### config.mk
export PLATFORM = sky130hd
export DESIGN_NAME = dfw_cfg
export DESIGN_NICKNAME = d
export VERILOG_FILES = /design/src/rtl/dfw_pkg.sv /design/src/rtl/dfw_cfg.sv
export SDC_FILE = /design/constraint.sdc
export NUM_CORES = 1
export LEC_CHECK = 0
export BUFFER_PORTS_ARGS = -buffer_cell sky130_fd_sc_hd__buf_2
export CAP_MARGIN = 20
export CORE_MARGIN = 3
export CORE_UTILIZATION = 40
export DETAILED_ROUTE_END_ITERATION = 8
export GPL_TIMING_DRIVEN = 0
export MAX_ROUTING_LAYER = met4
export PLACE_DENSITY = 0.81
export SETUP_SLACK_MARGIN = 0.5
export SLEW_MARGIN = 20
export SYNTH_ARGS = -nofsm -noshare
export SYNTH_HDL_FRONTEND = slang
export SYNTH_SLANG_ARGS = --single-unit
### constraint.sdc
create_clock -name clk -period 1 [get_ports clk]
set_input_delay 0.05 -clock clk [delete_from_list [all_inputs] [get_ports clk]]
set_output_delay 0.05 -clock clk [all_outputs]
set_load 0.1 [all_outputs]
### src/rtl/dfw_pkg.sv
package dfw_pkg;
  localparam int unsigned REGION_SHIFT = 11;

  typedef enum logic [1:0] {
    CFG_START  = 2'd0,
    CFG_LENGTH = 2'd1,
    CFG_ENABLE = 2'd2,
    CFG_NONE   = 2'd3
  } cfg_sel_e;
endpackage

### src/rtl/dfw_cfg.sv
module dfw_cfg
  import dfw_pkg::*;
#(
  parameter int unsigned ADDR_W = 20,
  parameter int unsigned RIDX_W = ADDR_W - REGION_SHIFT,
  parameter int unsigned LEN_W  = RIDX_W + 1
) (
  input  logic              clk,
  input  logic              rst_n,
  input  logic              cfg_we,
  input  logic [1:0]        cfg_sel,
  input  logic [ADDR_W-1:0] cfg_wdata,
  output logic [RIDX_W-1:0] start_idx,
  output logic [LEN_W-1:0]  win_len,
  output logic              dma_en
);
  logic [RIDX_W-1:0] start_q, start_d;
  logic [LEN_W-1:0]  len_q, len_d;
  logic              en_q, en_d;
  logic              unused_wdata;

  assign unused_wdata = ^cfg_wdata;

  always_comb begin
    start_d = start_q;
    len_d   = len_q;
    en_d    = en_q;
    if (cfg_we) begin
      case (cfg_sel_e'(cfg_sel))
        CFG_START:  start_d = cfg_wdata[ADDR_W-1:REGION_SHIFT];
        CFG_LENGTH: len_d   = cfg_wdata[LEN_W-1:0];
        CFG_ENABLE: en_d    = cfg_wdata[0];
        default:    ;
      endcase
    end
  end

  always_ff @(posedge clk or negedge rst_n) begin
    if (!rst_n) begin
      start_q <= '0;
      len_q   <= '0;
      en_q    <= 1'b0;
    end else if (cfg_we) begin
      start_q <= start_d;
      len_q   <= len_d;
      en_q    <= en_d;
    end
  end

  assign start_idx = start_q;
  assign win_len   = len_q;
  assign dma_en    = en_q;

  p_ignored_sel_r2: assert property (@(posedge clk) disable iff (!rst_n)
    (cfg_we && cfg_sel == 2'd3) |=> ($stable(start_q) && $stable(len_q) && $stable(en_q)));
endmodule

==> run summary, run 1 <==
Leak - 0.689 nW
Crit path DAT - 990 ps
Placed Cells - 113
Via Count - 558
First-pass GRT wire length - 3310 microns
Worst-path fanout max - 2
Setup tns final - -593 ps
Final Hold Fails - 37
Layout Utilization - 82.9%
Syn_nets - 70
Sw frac - 45.2%
Initial DRT Pass Iterations - 1
Fin nets - 121
Buf+Inv Stages, Crit Path - 1
Sequential share of the synthesized area - 61.5%
Mean Syn Cell Area - 18.1 sq um
Net Sw Power - 1.75 mW
Final non-filler cell total - 120
Fmax - 959 MHz
Critical path capture point type - primary output
DRT Wirelength - 2050 microns
IO Port Bufs - 43
Violated checks - hold timing, setup timing
Max stage delay on crit path - 520 ps
CTS tree - built
Period minus WS final - 1040 ps
Gate power share - 56.0%
Outcome - complete, but fails checks
DRT antenna net count - 0
Crit path required time - 950 ps
Clock Sinks - 20
Startpoint types - register
CP Depth - 1
Die Area - 2610 sq um
Slowest-stage cell, CP - dfrtp_4
Worst path cell trace - buf_12
GRT Overall Usage - 17.9%
Initial antenna violation count - 0
Clock tree root driver cell - clkbuf_4
Synthesized flop and latch total - 20
Mapped Area - 813 sq um
R2R depth - 2
Die X - 51.1 microns
Fin. max-slew vios - 0
Number of global-route vias before repair - 695
Clock Path Buffers - 2
Core Rows - 15
Number of max-cap violations - 0
Latest clock arrival within the worst-skew pair - 300 ps
Clock Power Share - 11.9%
Starting Density - 44.7%
Htree depth - 1
Total CTS buffers - 3
Slew HR - 71.7%
VDD IR max - 1480 uV
CTS clock-pin slew for the worst setup and hold paths - 110 ps
RSZ-0062 raised after global routing - yes
Placer congestion estimate - 0.700
Largest net degree at the start of global routing - 21
Min-delay worst type - in2async
DRC viols - 0
Worst slew pin tran - 425 ps
Netlist cell types - 6
DRT iter0 DRCs - 0
Worst slack, placed - 5.71 ps
Total Power - 3.88 mW
Fillers - 96
Post-route cell area - 1510 sq um
I/O pins - 45
Total grt overflow - 0
Final antenna diode count - 0
Worst setup margin - -42.3 ps
P per Cell Area - 2570 nW/um^2
Area growth, synth to finish - 85.5%
Crit share post-route - 104%
Layout cells sized above 1 - 97.9%
Average wire per cell in the routed design - 17.1 microns
Core footprint - 1820 sq um
Final setup vio count - 20
Cell family with most CP delay - flip-flops
Die Height - 51.1 microns
Post-Synthesis Cells - 45
Hold WS - -330 ps
Seq pwr share - 32.1%
Internal power - 2.13 mW
Post-DR vias/cell - 4.65
Placed cell areas - 1140 sq um
Fin Clk Skew - 0 ps
Yosys warns - 0
Crit Path Category - reg2out
power by group through the flow:
| stage | clock network, mW | registers [mW] | logic [mW] |
|---|---|---|---|
| detailed placement | 0 | 1.15 | 1.62 |
| CTS | 0.472 | 1.23 | 2.13 |
| global placement | 0 | 1.15 | 1.61 |
| finish | 0.463 | 1.24 | 2.17 |
| global route | 0.534 | 1.27 | 2.22 |
| floorplan | 0 | 2.31 | 0.211 |
cells in the mapped netlist (all sizes together):
cell	n	area, sq um
dfrtp	20	500
mux2	20	263
buf	2	22.5
nand3b	2	15.0
nor3b	1	12.5
layer usage:
| metal | wire [microns] | vias up | GRT usage [%] |
|---|---|---|---|
| met1 | 767 | 276 | 18.7 |
| met4 | 51 | 0 | 8.07 |
| met5 | 0 | - | - |
| met2 | 1170 | 20 | 34.1 |
| met3 | 62 | 4 | 0.875 |
| li1 | - | 258 | - |
state kept, by name (all words and copies together) (netlist names):
| register | count |
|---|---|
| dma_en | 1 |
| start_idx | 9 |
| win_len | 10 |
layout by cell type (no fill, tap or decap):
cell type and count:
buf_12 20, dfrtp_4 20, nand3b_1 2, clkbuf_4 3, mux2_4 12, buf_2 23, buf_6 4, mux2_2 8
buf_4 1, nor3b_2 1, clkbuf_8 1
worst paths after layout:
check                              from           end  slack (ps)
hold / removal                    rst_n    win_len[0]        -330
max in group asynchronous         rst_n  start_idx[0]        1000
setup / recovery                 dma_en        dma_en         -40
hold reg to reg            start_idx[0]  start_idx[0]         610
setup reg to reg             win_len[3]    win_len[3]          10
min in group clk           cfg_wdata[1]    win_len[1]         -30
area by class of cell:
class                      instances  area (sq um)  share of cell area [%]
sequential                        20           576                    38.1
multi-input combinational         23           298                    19.7
timing repair buffer              46           546                    36.2
tap                               25          31.3                    2.07
buffer                             2          22.5                    1.49
clock buffer                       4          36.3                    2.40
cells by family (layout without fill, tap and decap cells):
| family | count (synthesis) | in the layout | share of synthesized area [%] |
|---|---|---|---|
| mux | 20 | 20 | 32.3 |
| flops | 20 | 20 | 61.5 |
| buf+inv | 2 | 52 | 2.77 |
| simple gates | 3 | 3 | 3.38 |
repair_timing:
action                                  in CTS  in global routing
setup buffers                                1                  2
hold endpoints to repair                    39                 40
resized for setup                           80                  3
endpoints found under the setup margin      40                 40
Power figures use the tool's default switching activity.
==> run 2: changes to the inputs <==
SETUP_SLACK_MARGIN = not set   (was 0.5)
==> run summary, run 2 (synthesized netlist as in run 1, its figures left out) <==
Max stage delay on crit path - 530 ps (about the same)
Min-delay worst type - in2reg
Outcome - complete, but fails checks
Crit path required time - 950 ps (about the same)
Met3 Use GR - 1.46% (+0.58 points)
Initial antenna violation count - 0 (unchanged)
Clock Sinks - 20 (unchanged)
Core footprint - 1820 sq um (unchanged)
Gate power share - 56.0% (about the same)
IO Port Bufs - 43 (unchanged)
Startpoint types - register
Fin Clk Skew - 0 ps (unchanged)
Crit Path Category - reg2out
VDD IR max - 1890 uV (+27%)
Period minus WS final - 1080 ps (+41.6 ps)
Clock Power Share - 13.0% (+1.1 points)
Number of max-cap violations - 0 (unchanged)
Grt peak-use layer - met2
Total grt overflow - 0 (unchanged)
Total CTS buffers - 3 (unchanged)
Via Count - 723 (+30%)
Final non-filler cell total - 140 (+17%)
Starting Density - 44.7% (unchanged)
Die Area - 2610 sq um (unchanged)
Latest clock arrival within the worst-skew pair - 320 ps (+20 ps)
CTS clock-pin slew for the worst setup and hold paths - 130 ps (+20 ps)
Cell count of the worst hold path - 2
GRT Overall Usage - 25.2% (+7.4 points)
Grt met1 use - 30.3% (+12 points)
Die X - 51.1 microns (unchanged)
RSZ-0062 raised after global routing - yes
Area growth, synth to finish - 110%
R2R Path End - start_idx[4]
Max reg flops - 10 (unchanged)
Fmax - 923 MHz (-3.8%)
Die Height - 51.1 microns (unchanged)
Cell family with most CP delay - flip-flops
Initial DRT Pass Iterations - 4 (+3)
Seq pwr share - 31.1% (-1.0 points)
Fin nets - 141 (+17%)
Layout cells sized above 1 - 81.7% (-16 points)
R2R depth - 2 (unchanged)
Slowest-stage cell, CP - dfrtp_4
Worst setup margin - -83.9 ps (-41.6 ps)
Internal power - 2.19 mW (+2.8%)
DRT antenna net count - 0 (unchanged)
Worst Hold End - start_idx[2]
Critical path capture point type - primary output
Slew HR - 69.3% (-2.4 points)
CP startpoint - win_len[8]
Placed Cells - 113 (unchanged)
Average wire per cell in the routed design - 24.7 microns (+45%)
Grt met2 use - 47.6% (+14 points)
Worst-path fanout max - 2 (unchanged)
Seq. cell area - 576 sq um (unchanged)
Most common cell after layout, fill and taps aside - buf_2
Leak - 0.773 nW (+12%)
Largest net degree at the start of global routing - 21 (unchanged)
I/O pins - 45 (unchanged)
Final setup vio count - 23 (+15%)
Final antenna diode count - 0 (unchanged)
Htree depth - 1 (unchanged)
Final Hold Fails - 1 (-97%)
CTS tree - built
Fin. max-slew vios - 0 (unchanged)
Placer congestion estimate - 0.700 (unchanged)
Most frequent cells in the layout - buf_2, dfrtp_4, buf_12, dlygate4sd3_1, mux2_4
Min-delay src - cfg_wdata[13]
Core Rows - 15 (unchanged)
Flop2flop setup slack - -30 ps (-40 ps)
Fillers - 47 (-51%)
Worst path cell trace - buf_12
Clock tree root driver cell - clkbuf_4
Multi-input gate area - 298 sq um (unchanged)
First-pass GRT wire length - 4510 microns (+36%)
Buf+Inv Stages, Crit Path - 1 (unchanged)
Net Sw Power - 1.90 mW (+8.2%)
DRC viols - 0 (unchanged)
Crit path DAT - 1030 ps (+40 ps)
P per Cell Area - 2390 nW/um^2 (-6.9%)
Number of global-route vias before repair - 814 (+17%)
DRT iter0 DRCs - 13 (+13)
Post-DR vias/cell - 5.16 (+11%)
Sw frac - 46.5% (+1.3 points)
Worst slew pin tran - 461 ps (+36.0 ps)
Violated checks - hold timing, setup timing
Hold WS - -6.57 ps (+323 ps)
Worst reg2reg startpoint - start_idx[4]
Clock Path Buffers - 2 (unchanged)
Crit share post-route - 108% (+4.2 points)
DRT Wirelength - 3460 microns (+69%)
## run 2: power by group through the flow
stage	sequential [mW]	combinational, mW	clock [mW]
final	1.27	2.28	0.529
after global routing	1.29	2.32	0.553
after CTS	1.23	2.19	0.472
after detailed placement	1.15	1.62	0
after global placement	1.15	1.61	0
after floorplan	2.31	0.211	0
## run 2: worst max-delay path by stage
stage                         endpoint  cells after the start  slack, ps
after floorplan           start_idx[0]                      1        -20
after global placement    start_idx[3]                      4         30
after detailed placement  start_idx[2]                      4          6
after CTS                   win_len[4]                      1        -40
after global routing      start_idx[2]                      1       -100
final                       win_len[8]                      1        -80
## run 2: area by class of cell
type                       instances  share of cell area [%]
buffer                             2                    1.32
clock buffer                       4                    2.13
multi-input combinational         23                    17.4
sequential                        20                    33.7
tap                               25                    1.83
timing repair buffer              66                    43.5
## run 2: timing repair
action,in CTS,in global routing
hold buffers,19,0
endpoints found under the setup margin,20,21
gates resized for setup,80,3
setup buffers,1,3
endpoints found under the hold margin,39,0
## run 2: worst register-to-register path: cells and delay by family, from the launching register on
family,cells,cell delay (ps)
buffers and inverters,1,130
DFF,1,530
muxes,1,270
## run 2: per-layer routing
layer / routed length (microns) / up-vias
met5: 0 / -
met4: 172 / 0
met3: 186 / 16
met2: 1860 / 45
met1: 1250 / 366
li1: - / 296
## run 2: stage by stage
stage	utilization [%]	total power [mW]	setup TNS, ps	setup slack [ps]	area, sq um
final	93.7	4.08	-1510	-83.9	1710
after global routing	93.7	4.16	-1830	-96.5	1710
after CTS	91.9	3.89	-640	-41.0	1670
after floorplan	-	2.52	-378	-20.6	892
after global placement	62.5	2.75	0	28.6	1140
after detailed placement	62.5	2.78	0	5.71	1140
